<file path="config.mk">
export PLATFORM = sky130hd
export DESIGN_NAME = mbox_bridge
export DESIGN_NICKNAME = d
export VERILOG_FILES = /design/src/rtl/mbox_pkg.sv /design/src/rtl/mbox_sync.sv /design/src/rtl/mbox_host_front.sv /design/src/rtl/mbox_slave_port.sv /design/src/rtl/mbox_chan.sv /design/src/rtl/mbox_bridge.sv
export SDC_FILE = /design/constraint.sdc
export NUM_CORES = 1
export LEC_CHECK = 0
export CORE_MARGIN = 3
export CORE_UTILIZATION = 41
export CTS_CLUSTER_SIZE = 25
export DETAILED_ROUTE_END_ITERATION = 8
export PLACE_DENSITY = 0.68
export SLEW_MARGIN = 10
export SYNTH_ARGS = -nofsm -noshare
export SYNTH_HDL_FRONTEND = slang
export SYNTH_SLANG_ARGS = --single-unit
export TNS_END_PERCENT = 10
</file>
<file path="constraint.sdc">
create_clock -name clk -period 2 [get_ports clk]
set_clock_uncertainty 0.05 [all_clocks]
set_input_delay 0.4 -clock clk [delete_from_list [all_inputs] [get_ports clk]]
set_output_delay 0.4 -clock clk [all_outputs]
set_load 0.03 [all_outputs]
</file>
<file path="src/rtl/mbox_pkg.sv">
package mbox_pkg;
  localparam int BYTE_W   = 8;
  localparam int ST_OUT_B = 0;
  localparam int ST_IN_B  = 1;
  localparam int ST_CMD_B = 3;

  typedef struct packed {
    logic cmd;
    logic in_full;
    logic out_full;
  } chan_flags_t;

  function automatic logic [BYTE_W-1:0] pack_status(chan_flags_t f);
    logic [BYTE_W-1:0] s;
    s = '0;
    s[ST_OUT_B] = f.out_full;
    s[ST_IN_B]  = f.in_full;
    s[ST_CMD_B] = f.cmd;
    return s;
  endfunction
endpackage

</file>
<file path="src/rtl/mbox_sync.sv">
module mbox_sync #(
  parameter int          W       = 1,
  parameter int          STAGES  = 2,
  parameter logic [W-1:0] RST_VAL = '0
) (
  input  logic         clk,
  input  logic         rst_n,
  input  logic [W-1:0] d,
  output logic [W-1:0] q
);
  logic [W-1:0] chain [STAGES];

  generate
    for (genvar s = 0; s < STAGES; s++) begin : g_stage
      always_ff @(posedge clk or negedge rst_n) begin
        if (!rst_n) chain[s] <= RST_VAL;
        else if (s == 0) chain[s] <= d;
        else chain[s] <= chain[(s == 0) ? 0 : s-1];
      end
    end
  endgenerate

  assign q = chain[STAGES-1];
endmodule

</file>
<file path="src/rtl/mbox_host_front.sv">
module mbox_host_front #(
  parameter int NCH    = 2,
  parameter int DW     = 8,
  parameter int STAGES = 2
) (
  input  logic           clk,
  input  logic           rst_n,
  input  logic [NCH-1:0] sel_n,
  input  logic           addr,
  input  logic           wr_n,
  input  logic           rd_n,
  input  logic [DW-1:0]  wdata,
  output logic [NCH-1:0] wr_evt,
  output logic [NCH-1:0] rd_start,
  output logic [NCH-1:0] rd_end,
  output logic           addr_s,
  output logic [DW-1:0]  wdata_s
);
  localparam int CW = NCH + 3;

  logic [CW-1:0] ctl_s;
  logic [NCH-1:0] sel_s;
  logic wr_s, rd_s, wr_q, rd_q;

  mbox_sync #(.W(CW), .STAGES(STAGES), .RST_VAL({CW{1'b1}})) u_ctl_sync (
    .clk(clk), .rst_n(rst_n), .d({sel_n, addr, wr_n, rd_n}), .q(ctl_s)
  );
  mbox_sync #(.W(DW), .STAGES(STAGES), .RST_VAL({DW{1'b0}})) u_dat_sync (
    .clk(clk), .rst_n(rst_n), .d(wdata), .q(wdata_s)
  );

  assign sel_s  = ctl_s[CW-1:3];
  assign addr_s = ctl_s[2];
  assign wr_s   = ctl_s[1];
  assign rd_s   = ctl_s[0];

  always_ff @(posedge clk or negedge rst_n) begin
    if (!rst_n) begin
      wr_q <= 1'b1;
      rd_q <= 1'b1;
    end else begin
      wr_q <= wr_s;
      rd_q <= rd_s;
    end
  end

  generate
    for (genvar c = 0; c < NCH; c++) begin : g_evt
      assign wr_evt[c]   = wr_s & ~wr_q & ~sel_s[c];
      assign rd_start[c] = ~rd_s & rd_q & ~sel_s[c];
      assign rd_end[c]   = rd_s & ~rd_q & ~sel_s[c];
    end
  endgenerate
endmodule

</file>
<file path="src/rtl/mbox_slave_port.sv">
module mbox_slave_port #(
  parameter int NCH = 2,
  parameter int CW  = 1
) (
  input  logic           clk,
  input  logic           rst_n,
  input  logic [CW-1:0]  sl_ch,
  input  logic           sl_reg,
  input  logic           sl_wr,
  input  logic           sl_rd,
  output logic [NCH-1:0] wr_hit,
  output logic [NCH-1:0] wr_done,
  output logic [NCH-1:0] rd_done
);
  logic          rd_q, wr_q, reg_q;
  logic [CW-1:0] ch_q;

  always_ff @(posedge clk or negedge rst_n) begin
    if (!rst_n) begin
      rd_q  <= 1'b0;
      wr_q  <= 1'b0;
      reg_q <= 1'b0;
      ch_q  <= '0;
    end else begin
      rd_q  <= sl_rd;
      wr_q  <= sl_wr;
      reg_q <= sl_reg;
      ch_q  <= sl_ch;
    end
  end

  generate
    for (genvar c = 0; c < NCH; c++) begin : g_dec
      assign wr_hit[c]  = sl_wr & ~sl_reg & (sl_ch == CW'(c));
      assign wr_done[c] = wr_q & ~sl_wr & ~reg_q & (ch_q == CW'(c));
      assign rd_done[c] = rd_q & ~sl_rd & ~reg_q & (ch_q == CW'(c));
    end
  endgenerate
endmodule

</file>
<file path="src/rtl/mbox_chan.sv">
module mbox_chan
  import mbox_pkg::*;
#(
  parameter int DW = 8
) (
  input  logic          clk,
  input  logic          rst_n,
  input  logic          host_wr,
  input  logic          host_addr,
  input  logic [DW-1:0] host_byte,
  input  logic          host_rd_end,
  input  logic          sl_wr_hit,
  input  logic          sl_wr_done,
  input  logic          sl_rd_done,
  input  logic [DW-1:0] sl_byte,
  output logic [DW-1:0] in_byte,
  output logic [DW-1:0] out_byte,
  output chan_flags_t   flags
);
  always_ff @(posedge clk) begin
    if (host_wr)   in_byte  <= host_byte;
    if (sl_wr_hit) out_byte <= sl_byte;
  end

  always_ff @(posedge clk or negedge rst_n) begin
    if (!rst_n) begin
      flags <= '0;
    end else begin
      if (host_wr) flags.cmd <= host_addr;
      if (host_wr) flags.in_full <= 1'b1;
      else if (sl_rd_done) flags.in_full <= 1'b0;
      if (sl_wr_done) flags.out_full <= 1'b1;
      else if (host_rd_end && !host_addr) flags.out_full <= 1'b0;
    end
  end
endmodule

</file>
<file path="src/rtl/mbox_bridge.sv">
module mbox_bridge
  import mbox_pkg::*;
#(
  parameter int NCH    = 2,
  parameter int STAGES = 2,
  localparam int DW    = BYTE_W,
  localparam int CW    = (NCH > 1) ? $clog2(NCH) : 1
) (
  input  logic           clk,
  input  logic           rst_n,
  input  logic [NCH-1:0] host_sel_n,
  input  logic           host_addr,
  input  logic           host_wr_n,
  input  logic           host_rd_n,
  input  logic [DW-1:0]  host_wdata,
  output logic [DW-1:0]  host_rdata,
  input  logic [CW-1:0]  sl_ch,
  input  logic           sl_reg,
  input  logic           sl_wr,
  input  logic           sl_rd,
  input  logic [DW-1:0]  sl_wdata,
  output logic [DW-1:0]  sl_rdata,
  output logic [NCH-1:0] irq
);
  logic [NCH-1:0] host_wr_evt, host_rd_start, host_rd_end;
  logic           host_addr_s;
  logic [DW-1:0]  host_wdata_s;
  logic [NCH-1:0] sl_wr_hit, sl_wr_done, sl_rd_done;
  logic [DW-1:0]  in_byte  [NCH];
  logic [DW-1:0]  out_byte [NCH];
  logic [DW-1:0]  status   [NCH];
  chan_flags_t    flags    [NCH];

  mbox_host_front #(.NCH(NCH), .DW(DW), .STAGES(STAGES)) u_front (
    .clk(clk), .rst_n(rst_n), .sel_n(host_sel_n), .addr(host_addr),
    .wr_n(host_wr_n), .rd_n(host_rd_n), .wdata(host_wdata),
    .wr_evt(host_wr_evt), .rd_start(host_rd_start), .rd_end(host_rd_end),
    .addr_s(host_addr_s), .wdata_s(host_wdata_s)
  );

  mbox_slave_port #(.NCH(NCH), .CW(CW)) u_slave (
    .clk(clk), .rst_n(rst_n), .sl_ch(sl_ch), .sl_reg(sl_reg),
    .sl_wr(sl_wr), .sl_rd(sl_rd),
    .wr_hit(sl_wr_hit), .wr_done(sl_wr_done), .rd_done(sl_rd_done)
  );

  generate
    for (genvar c = 0; c < NCH; c++) begin : g_ch
      mbox_chan #(.DW(DW)) u_chan (
        .clk(clk), .rst_n(rst_n),
        .host_wr(host_wr_evt[c]), .host_addr(host_addr_s),
        .host_byte(host_wdata_s), .host_rd_end(host_rd_end[c]),
        .sl_wr_hit(sl_wr_hit[c]), .sl_wr_done(sl_wr_done[c]),
        .sl_rd_done(sl_rd_done[c]), .sl_byte(sl_wdata),
        .in_byte(in_byte[c]), .out_byte(out_byte[c]), .flags(flags[c])
      );
      assign status[c] = pack_status(flags[c]);
      assign irq[c]    = flags[c].in_full;
    end
  endgenerate

  always_ff @(posedge clk or negedge rst_n) begin
    if (!rst_n) begin
      host_rdata <= '0;
    end else begin
      for (int c = 0; c < NCH; c++)
        if (host_rd_start[c])
          host_rdata <= host_addr_s ? status[c] : out_byte[c];
    end
  end

  always_ff @(posedge clk or negedge rst_n) begin
    if (!rst_n) sl_rdata <= '0;
    else if (sl_rd) sl_rdata <= sl_reg ? status[sl_ch] : in_byte[sl_ch];
  end
endmodule

</file>
Word level (Yosys, flattened, before mapping)
Cells that the tools add are included.
- register bits after elaboration: 86
- latch bits: 0
- bits in writable memories: 0
- ROM bits: 0
- bits of input ports: 27
- word-level logic and storage cells: 82
- memories kept: 0
- add/subtract/negate cells: 0
- multipliers: 0
- div/mod/pow operators: 0
- magnitude comparators: 1
- eq/ne operators: 0
- shift operators: 0
- muxes and demuxes: 19
- bitwise operators: 32
- reductions and logical operators: 8
- operators with widths (kind ; count):
    $mux 8 ; 10
    $and 1x1->1 ; 20
    $not 1->1 ; 11
    $reduce_bool 2->1 ; 5
    $mux 1 ; 8
    $mux 4 ; 1
    $ge 2x2->1 const B ; 1
    $logic_and 1x1->1 ; 2
    $not 1->2 ; 1
    $logic_not 1->1 ; 1

Depth between registers and ports, before layout
Gate-level depths: netlist of run 1.
- depth after elaboration: 6
- gate-level depth with buffers: 4

Hierarchy
A second synthesis of run 1 with hierarchy kept.
- cell total of the unflattened synthesis: 186
- area total of the unflattened synthesis: 3088.0 um2
- modules (own cells, without submodules) (module ; times used ; cells each ; area each (um2) ; sequential area each (um2)):
    mbox_chan ; 2 ; 24 ; 596.8 ; 555.5
    mbox_bridge ; 1 ; 81 ; 877.1 ; 400.4
    mbox_sync at u_front.u_dat_sync ; 1 ; 24 ; 460.4 ; 400.4
    mbox_sync at u_front.u_ctl_sync ; 1 ; 15 ; 300.3 ; 262.8
    mbox_slave_port ; 1 ; 10 ; 158.9 ; 100.1
    mbox_host_front ; 1 ; 8 ; 97.6 ; 52.6

Worst setup path before layout of run 1
No wires, ideal clock.
- path kind: flip-flop to flip-flop
- start point: register u_front.rd_q
- end point: register host_rdata[1]
- setup time: 0.125 ns
- arrival: 1.572 ns
- data required time: 1.825 ns
- setup slack: 0.253 ns
- stages on the path, launching flop included: 5
- buffers on the path: 1
- period minus slack after synthesis: 1.747 ns
- cells stage by stage: dfstp_2 > nor3b_2 > buf_6 > mux4_2 > mux2_2
- cells in the longest elaborated chain, start to end: 3
- RTL lines (what ; line ; text):
    start: declaration ; mbox_host_front.sv:23 ; logic wr_s, rd_s, wr_q, rd_q;
    start signal: assignment ; mbox_host_front.sv:43 ; rd_q <= rd_s;
    $and 1x1->1 * ; mbox_host_front.sv:50 ; assign rd_start[c] = ~rd_s & rd_q & ~sel_s[c];
    $and 1x1->1 ; mbox_host_front.sv:50 ;
    $mux 8 or $reduce_bool 2->1 (tied branches) ; n/a ;
    end signal: assignment ; mbox_bridge.sv:68 ; host_rdata <= host_addr_s ? status[c] : out_byte[c];
    end: declaration ; mbox_bridge.sv:16 ; output logic [DW-1:0] host_rdata,
Every way passes the cells marked *; elsewhere a longest branch is shown, timed or not.
A chain may end at the register's enable or synchronous reset.

Worst setup path after layout of run 1
- start point: register g_ch[0].u_chan.flags[1] (netlist name)
- end point: output port irq[0]
- RTL lines (what ; line ; text):
    end: declaration ; mbox_bridge.sv:23 ; output logic [NCH-1:0] irq
No word-level cell between the ends.

==> results of run 1 <==
==> final cells by class <==
| type | count | area [um2] | area share |
|---|---|---|---|
| clock inverter | 7 | 80.1 | 0.0213 |
| inverter | 8 | 30.0 | 0.00798 |
| multi-input combinational | 54 | 536 | 0.142 |
| tap | 96 | 120 | 0.0319 |
| clock buffer | 9 | 124 | 0.0329 |
| sequential | 86 | 2330 | 0.619 |
| timing repair buffer | 55 | 546 | 0.145 |
==> logic make-up after synthesis <==
| family | share of synthesized area |
|---|---|
| buffers and inverters | 0.0222 |
| AOI/OAI and AO/OA | 0.0423 |
| and+or+nand+nor | 0.0295 |
| muxes | 0.111 |
| DFF | 0.795 |
==> worst max-delay path by stage <==
stage                                        from             to  slack, ps  cells past startpoint
after floorplan                      u_front.rd_q  host_rdata[1]        250                      4
after global placement                      sl_ch    sl_rdata[1]         -7                      3
after detailed placement                    sl_ch    sl_rdata[1]        -30                      3
after CTS                 g_ch[0].u_chan.flags[1]         irq[0]         40                      1
after global routing      g_ch[1].u_chan.flags[1]         irq[1]         20                      1
final                     g_ch[0].u_chan.flags[1]         irq[0]         70                      1
==> what timing repair did <==
action	4_1_cts	5_1_grt
hold buffers	1	0
endpoints found under the setup margin	0	0
hold endpoints to repair	42	0
==> cell usage after synthesis (2+ instances only) <==
cell type / instances
sky130_fd_sc_hd__dfrtp_1: 42
sky130_fd_sc_hd__o2bb2ai_1: 5
sky130_fd_sc_hd__o22ai_1: 5
sky130_fd_sc_hd__o41ai_1: 3
sky130_fd_sc_hd__mux2_2: 8
sky130_fd_sc_hd__nand2_1: 2
sky130_fd_sc_hd__mux2i_1: 10
sky130_fd_sc_hd__nand2b_1: 2
sky130_fd_sc_hd__dfstp_2: 12
sky130_fd_sc_hd__nor2_1: 2
sky130_fd_sc_hd__buf_4: 2
sky130_fd_sc_hd__edfxtp_1: 32
sky130_fd_sc_hd__o21ai_0: 3
sky130_fd_sc_hd__mux4_2: 6
sky130_fd_sc_hd__inv_1: 8
==> power groups by stage <==
stage               Sequential, mW  Combinational, mW  Clock (mW)
global route                  2.06              0.506        1.32
finish                        2.05              0.475        1.21
floorplan                     2.16              0.157           0
global placement              2.08              0.473           0
detailed placement            2.09              0.480           0
CTS                           2.05              0.482        1.25
==> through the flow <==
stage	util	setup WS [ps]	hold slack, ps
after floorplan	-	253	54.4
after global placement	0.517	-6.88	282
after detailed placement	0.517	-27.5	285
after CTS	0.548	36.8	305
after global routing	0.548	24.4	310
final	0.548	65.9	303
==> flip-flops by register name (all words and copies together) (netlist names), 6 cells and up <==
| signal | count |
|---|---|
| sl_rdata | 8 |
| g_ch.u_chan.out_byte | 16 |
| u_front.u_dat_sync.chain | 8 |
| u_front.u_dat_sync.q | 8 |
| g_ch.u_chan.in_byte | 16 |
| host_rdata | 8 |
| g_ch.u_chan.flags | 6 |
==> metal layers <==
metal	vias up	GRT usage	wire length [um]
met2	28	0.183	2260
met1	721	0.173	2260
met4	0	0.0689	82
met5	-	0	0
met3	6	0.0325	166
li1	685	-	-
==> impl_metrics.py, run 1 <==
metrics = {
    "synth": {
        "synth.top_cell.area_share": 0.359,
        "synth_enable_flop_cells": 32,
        "dominant_cells_by_area_after_synthesis": "sky130_fd_sc_hd__dfrtp_1 36%, sky130_fd_sc_hd__edfxtp_1 33%, sky130_fd_sc_hd__dfstp_2 11%, sky130_fd_sc_hd__mux4_2 4.6%, sky130_fd_sc_hd__mux2i_1 3.4%",
        "synth.distinct_cells": 26,
        "synth_top_cell_by_area": "sky130_fd_sc_hd__dfrtp_1",
        "syn-instance-count": 153,
        "synthFlopType": "sky130_fd_sc_hd__dfrtp_1",
        "synth_area_per_cell_um2": 19.1,
        "synth_seq_cells": 86,
        "synth_async_reset_ratio": 0.628,
        "mappedNetlistArea_mm2": 0.00293,
        "sequential_fraction_of_the_synthesis_area": 0.795,
        "postSynthNetCount": 180,
        "ys.warnings.count": 0,
    },
    "layout": {
        "most_frequent_cells_in_the_layout": "43 x sky130_fd_sc_hd__clkdlybuf4s50_1, 42 x sky130_fd_sc_hd__dfrtp_1, 32 x sky130_fd_sc_hd__edfxtp_1, 12 x sky130_fd_sc_hd__dfstp_2, 10 x sky130_fd_sc_hd__mux2i_1",
        "count_of_non_filler_cells_in_the_finished_layout": 315,
        "final_cell_area_mm2": 0.00376,
        "fillers": 567,
        "area_delta_synth_final_pct": 28.5,
        "design.final.nets": 241,
        "drive_above_1_share": 0.251,
        "number_of_diodes": 0,
        "layout_commonest_cell": "sky130_fd_sc_hd__clkdlybuf4s50_1",
    },
    "critical_path": {
        "critical_path.cell_chain": "clkdlybuf4s50_1",
        "worst_ep_arrival_time_ps": 1480,
        "crit_path_end_kind": "output pin",
        "critical_path.slowest_cell": "sky130_fd_sc_hd__clkdlybuf4s50_1",
        "critical-path-top-delay-family": "buffers and inverters",
        "critical_path.n_buffers_inverters": 1,
        "timing.critical_path.required_ps": 1550,
        "r2r_cells": 4,
        "r2r_start": "u_front.rd_q",
        "path_max_fanout": 4,
        "kind_of_critical_path": "flip-flop to output pin",
        "ff2ff_setup_slack_ps": 240,
        "critical_path.startpoint_type": "flip-flop",
        "worstReg2RegEnd": "host_rdata[1]",
        "max_stage_delay_ps": 710,
    },
    "floorplan": {
        "die_width_um": 90.5,
        "die_area_mm2": 0.00819,
        "floorplan.die.height_um": 90.5,
        "design.core.area_mm2": 0.00687,
        "initial_utilization": 0.426,
        "core.rowCount": 30,
        "io_pins": 45,
    },
    "global_routing": {
        "number_of_antenna_violations_at_the_first_check_in_global_routing": 0,
        "grt_remaining_overflow": 0,
        "via_count_of_the_first_global_routing_pass": 1538,
        "grt_max_degree": 55,
        "grt_first_pass_wirelength_um": 7770,
        "groute.usage.overall": 0.126,
    },
    "sta": {
        "timing.final.hold_violations": 0,
        "fmax_ghz": 0.517,
        "layout_worst_path_cycle_share": 0.967,
        "rsz0062_at_grt": "no",
        "slew_at_the_pin_closest_to_its_max_slew_limit_ps": 387,
        "finalSetupViolCount": 0,
        "final-max-slew-violation-count": 0,
        "finalSetupTns_ps": 0,
        "slew_headroom": 0.739,
        "final.min_clock_period_ps": 1930,
    },
    "pwr": {
        "p_leak_nw": 1.45,
        "comb_power_share": 0.127,
        "worst_ir_drop_vdd_uv": 408,
        "reported_net_switching_power_uw": 927,
        "internal_power_mw": 2.80,
        "power.density_cell_area_mw_per_mm2": 991,
        "pwr-share-seq": 0.549,
        "power.total_mw": 3.73,
        "switching_share": 0.249,
        "clock_power_share": 0.323,
    },
    "clocking": {
        "clock-sinks": 86,
        "cts-buffers-inserted": 9,
        "ctsResizeCount": 0,
        "clk_latency_ps": 340,
        "root_buf_cell": "sky130_fd_sc_hd__clkbuf_8",
        "cts.htree.levels": 3,
        "ctsLongestPathBuffers": 2,
        "cts.reportedPaths.clkPinSlew_ps": 80,
        "post_cts_buffers": 0,
        "cts_tree": "built",
    },
    "min_path": {
        "whs_endpoint": "u_front.u_dat_sync.q[3]",
        "holdPathStages": 0,
        "worstHoldStart": "u_front.u_dat_sync.chain[11]",
        "hold_class": "flip-flop to flip-flop",
    },
    "route": {
        "vias": 1440,
        "wirelength_per_cell_um": 15.1,
        "drt_iter0_markers": 49,
        "drt-pass1-iter-count": 3,
        "post_route_drc_violation_count": 0,
        "per_cell_via_count_in_the_routed_design": 4.57,
        "wl_um": 4760,
        "ant_nets": 0,
    },
    "outcome": {
        "status": "complete, no violations",
    },
    "place": {
        "place_hpwl_um": 3400,
        "placedCellCount": 298,
        "port-buffer-count": 44,
        "place.gp.congestion": 0.741,
        "placedInstanceArea_mm2": 0.00355,
    },
    "run": {
        "max_cap_viol_count": 0,
    },
}
Note: power is estimated with default switching activity, not from simulation.
==> run 2, diff against run 1 <==
clock period = 1.87 ns   (was 2 ns; I/O delays follow)
==> run 2 against run 1 <==
Effect of this change:
- worst hold slack barely moved
- first-iteration DRC count rose by 10%
- via count rose by 0.97%
- clock power rose by 7%
- sequential share of layout area fell by 0.37 points
- routed wire length fell by 2.2%
- worst setup slack got worse by 18 ps
- power rose by 6.7%
- sequential cell count did not move
- final area rose by 0.60%
- global-route usage fell by 0.28 points
- cell count rose by 0.32%
- critical endpoint is now host_rdata[0]
==> impl_metrics.py, run 2 (synthesized netlist as in run 1, its figures left out) <==
metrics = {
    "outcome": {
        "status": "complete, no violations",
    },
    "critical_path": {
        "critical_path.startpoint_type": "flip-flop",
        "worstSetupEndpoint": "host_rdata[0]",
        "critical_path.cell_chain": "nor3b_4, buf_4, mux4_2, mux2_2",
        "crit_path_end_kind": "flip-flop",
        "worst_ep_arrival_time_ps": 2010,
        "critical_path.slowest_cell": "sky130_fd_sc_hd__dfstp_2",
        "cp-startpoint": "u_front.rd_q",
        "worstReg2RegEnd": "host_rdata[0]",
        "timing.critical_path.required_ps": 2060,
        "max_stage_delay_ps": 540,
        "r2r_cells": 4,
        "ff2ff_setup_slack_ps": 50,
        "kind_of_critical_path": "flip-flop to flip-flop",
        "r2r_start": "u_front.rd_q",
        "critical_path.n_buffers_inverters": 1,
        "path_max_fanout": 3,
        "cp.depth": 4,
        "critical-path-top-delay-family": "multiplexers",
    },
    "floorplan": {
        "die_area_mm2": 0.00819,
        "floorplan.die.height_um": 90.5,
        "core.rowCount": 30,
        "design.core.area_mm2": 0.00687,
        "io_pins": 45,
        "initial_utilization": 0.426,
        "die_width_um": 90.5,
    },
    "layout": {
        "most_frequent_cells_in_the_layout": "42 x sky130_fd_sc_hd__dfrtp_1, 37 x sky130_fd_sc_hd__clkdlybuf4s50_1, 32 x sky130_fd_sc_hd__edfxtp_1, 12 x sky130_fd_sc_hd__dfstp_2, 10 x sky130_fd_sc_hd__mux2i_1",
        "design.final.nets": 242,
        "area_delta_synth_final_pct": 29.3,
        "drive_above_1_share": 0.255,
        "fillers": 557,
        "layout_commonest_cell": "sky130_fd_sc_hd__dfrtp_1",
        "reg_top3": "g_ch.u_chan.in_byte: 16 flops, g_ch.u_chan.out_byte: 16 flops",
        "number_of_diodes": 0,
    },
    "clocking": {
        "cts.htree.levels": 3,
        "post_cts_buffers": 0,
        "clk_latency_ps": 340,
        "ctsLongestPathBuffers": 2,
        "cts-buffers-inserted": 9,
        "clock-sinks": 86,
        "cts_tree": "built",
        "root_buf_cell": "sky130_fd_sc_hd__clkbuf_8",
        "cts.reportedPaths.clkPinSlew_ps": 80,
    },
    "sta": {
        "fmax_ghz": 0.549,
        "slew_headroom": 0.732,
        "timing.final.hold_violations": 0,
        "final.min_clock_period_ps": 1820,
        "slew_at_the_pin_closest_to_its_max_slew_limit_ps": 397,
        "finalSetupViolCount": 0,
        "finalWorstSetupSlack_ps": 47.7,
        "layout_worst_path_cycle_share": 0.974,
        "final-max-slew-violation-count": 0,
        "fin_worst_hold_slack_ps": 304,
        "rsz0062_at_grt": "yes",
    },
    "global_routing": {
        "grt_first_pass_wirelength_um": 7580,
        "grt_max_degree": 55,
        "number_of_antenna_violations_at_the_first_check_in_global_routing": 0,
        "via_count_of_the_first_global_routing_pass": 1508,
        "groute.usage.overall": 0.123,
        "grt_remaining_overflow": 0,
    },
    "place": {
        "port-buffer-count": 44,
        "pre_cts_ws_ps": -144,
        "place_hpwl_um": 3250,
        "place.gp.congestion": 0.718,
    },
    "run": {
        "max_cap_viol_count": 0,
    },
    "route": {
        "vias": 1454,
        "drt_iter0_markers": 54,
        "ant_nets": 0,
        "post_route_drc_violation_count": 0,
        "wirelength_per_cell_um": 14.7,
        "drt-pass1-iter-count": 3,
        "wl_um": 4660,
        "per_cell_via_count_in_the_routed_design": 4.60,
    },
    "pwr": {
        "p_leak_nw": 1.51,
        "power.density_cell_area_mw_per_mm2": 1050,
        "worst_ir_drop_vdd_uv": 494,
    },
    "min_path": {
        "hold_class": "flip-flop to flip-flop",
    },
}
==> run 2: changes by cell type in the layout (fill, tap and decap cells not counted) <==
cell                              change
sky130_fd_sc_hd__nor3b_4              +1
sky130_fd_sc_hd__nor3b_2              -1
sky130_fd_sc_hd__dlymetal6s2s_1       +4
sky130_fd_sc_hd__dlygate4sd2_1        +2
sky130_fd_sc_hd__buf_4                +1
sky130_fd_sc_hd__clkinv_4             +1
sky130_fd_sc_hd__clkinvlp_4           -1
sky130_fd_sc_hd__clkdlybuf4s50_1      -6
==> run 2: layout make-up <==
class | count | area, um2 | share of cell area
clock buffer | 9 | 124 | 0.0327
clock inverter | 7 | 81.3 | 0.0215
inverter | 8 | 30.0 | 0.00793
multi-input combinational | 54 | 542 | 0.143
sequential | 86 | 2330 | 0.615
tap | 96 | 120 | 0.0317
timing repair buffer | 56 | 561 | 0.148
==> run 2: repair_timing <==
| action | CTS | global route |
|---|---|---|
| endpoints found under the hold margin | 42 | 0 |
| gates resized for setup | 2 | 5 |
| hold buffers | 1 | 0 |
| pin swaps | 0 | 0 |
| setup endpoints to repair | 2 | 7 |
==> run 2: report_power, final <==
| part | internal [mW] | switching, mW | leakage, nW |
|---|---|---|---|
| registers | 2.11 | 0.0774 | 0.920 |
| logic | 0.253 | 0.251 | 0.486 |
| clock network | 0.632 | 0.657 | 0.100 |
==> run 2: how the worst min path moves through the flow <==
stage	cells past startpoint	start	endpoint
after floorplan	0	rst_n	g_ch[0].u_chan.flags[0]
after global placement	0	u_front.u_dat_sync.chain[14]	u_front.u_dat_sync.q[6]
after detailed placement	0	u_front.u_dat_sync.chain[11]	u_front.u_dat_sync.q[3]
after CTS	0	u_front.u_dat_sync.chain[11]	u_front.u_dat_sync.q[3]
after global routing	0	u_front.u_dat_sync.chain[12]	u_front.u_dat_sync.q[4]
final	0	u_front.u_dat_sync.chain[11]	u_front.u_dat_sync.q[3]
==> run 2: worst reg2reg max path, cell delays in order, from the launching register on <==
cell and delay, ps:
sky130_fd_sc_hd__dfstp_2 540, sky130_fd_sc_hd__nor3b_4 210, sky130_fd_sc_hd__buf_4 170, sky130_fd_sc_hd__mux4_2 490, sky130_fd_sc_hd__mux2_2 260
==> run 2: layer usage <==
metal	track usage	share of wire	wire length, um	up-vias
met3	0.0525	0.045	209	9
met4	0.0536	0.017	79	0
li1	-	-	-	695
met5	0	0	0	-
met1	0.167	0.46	2160	723
met2	0.173	0.47	2210	27
==> run 2: through the flow <==
stage	power [mW]	setup TNS [ps]	cell area, um2	util	cells
3_5_place_dp	2.74	-1020	3560	0.518	299
5_1_grt	4.15	-13.3	3780	0.551	316
2_1_floorplan	2.47	0	2930	-	153
6_report	3.98	0	3780	0.551	316
4_1_cts	4.02	0	3770	0.549	316
3_3_place_gp	2.73	-409	3560	0.518	299
==> run 3, diff against run 2 <==
ABC_CLOCK_PERIOD_IN_PS = 1870   (was not set)
==> results of run 3 <==
No change in the layout: final DEF, timing and power equal those of run 2.
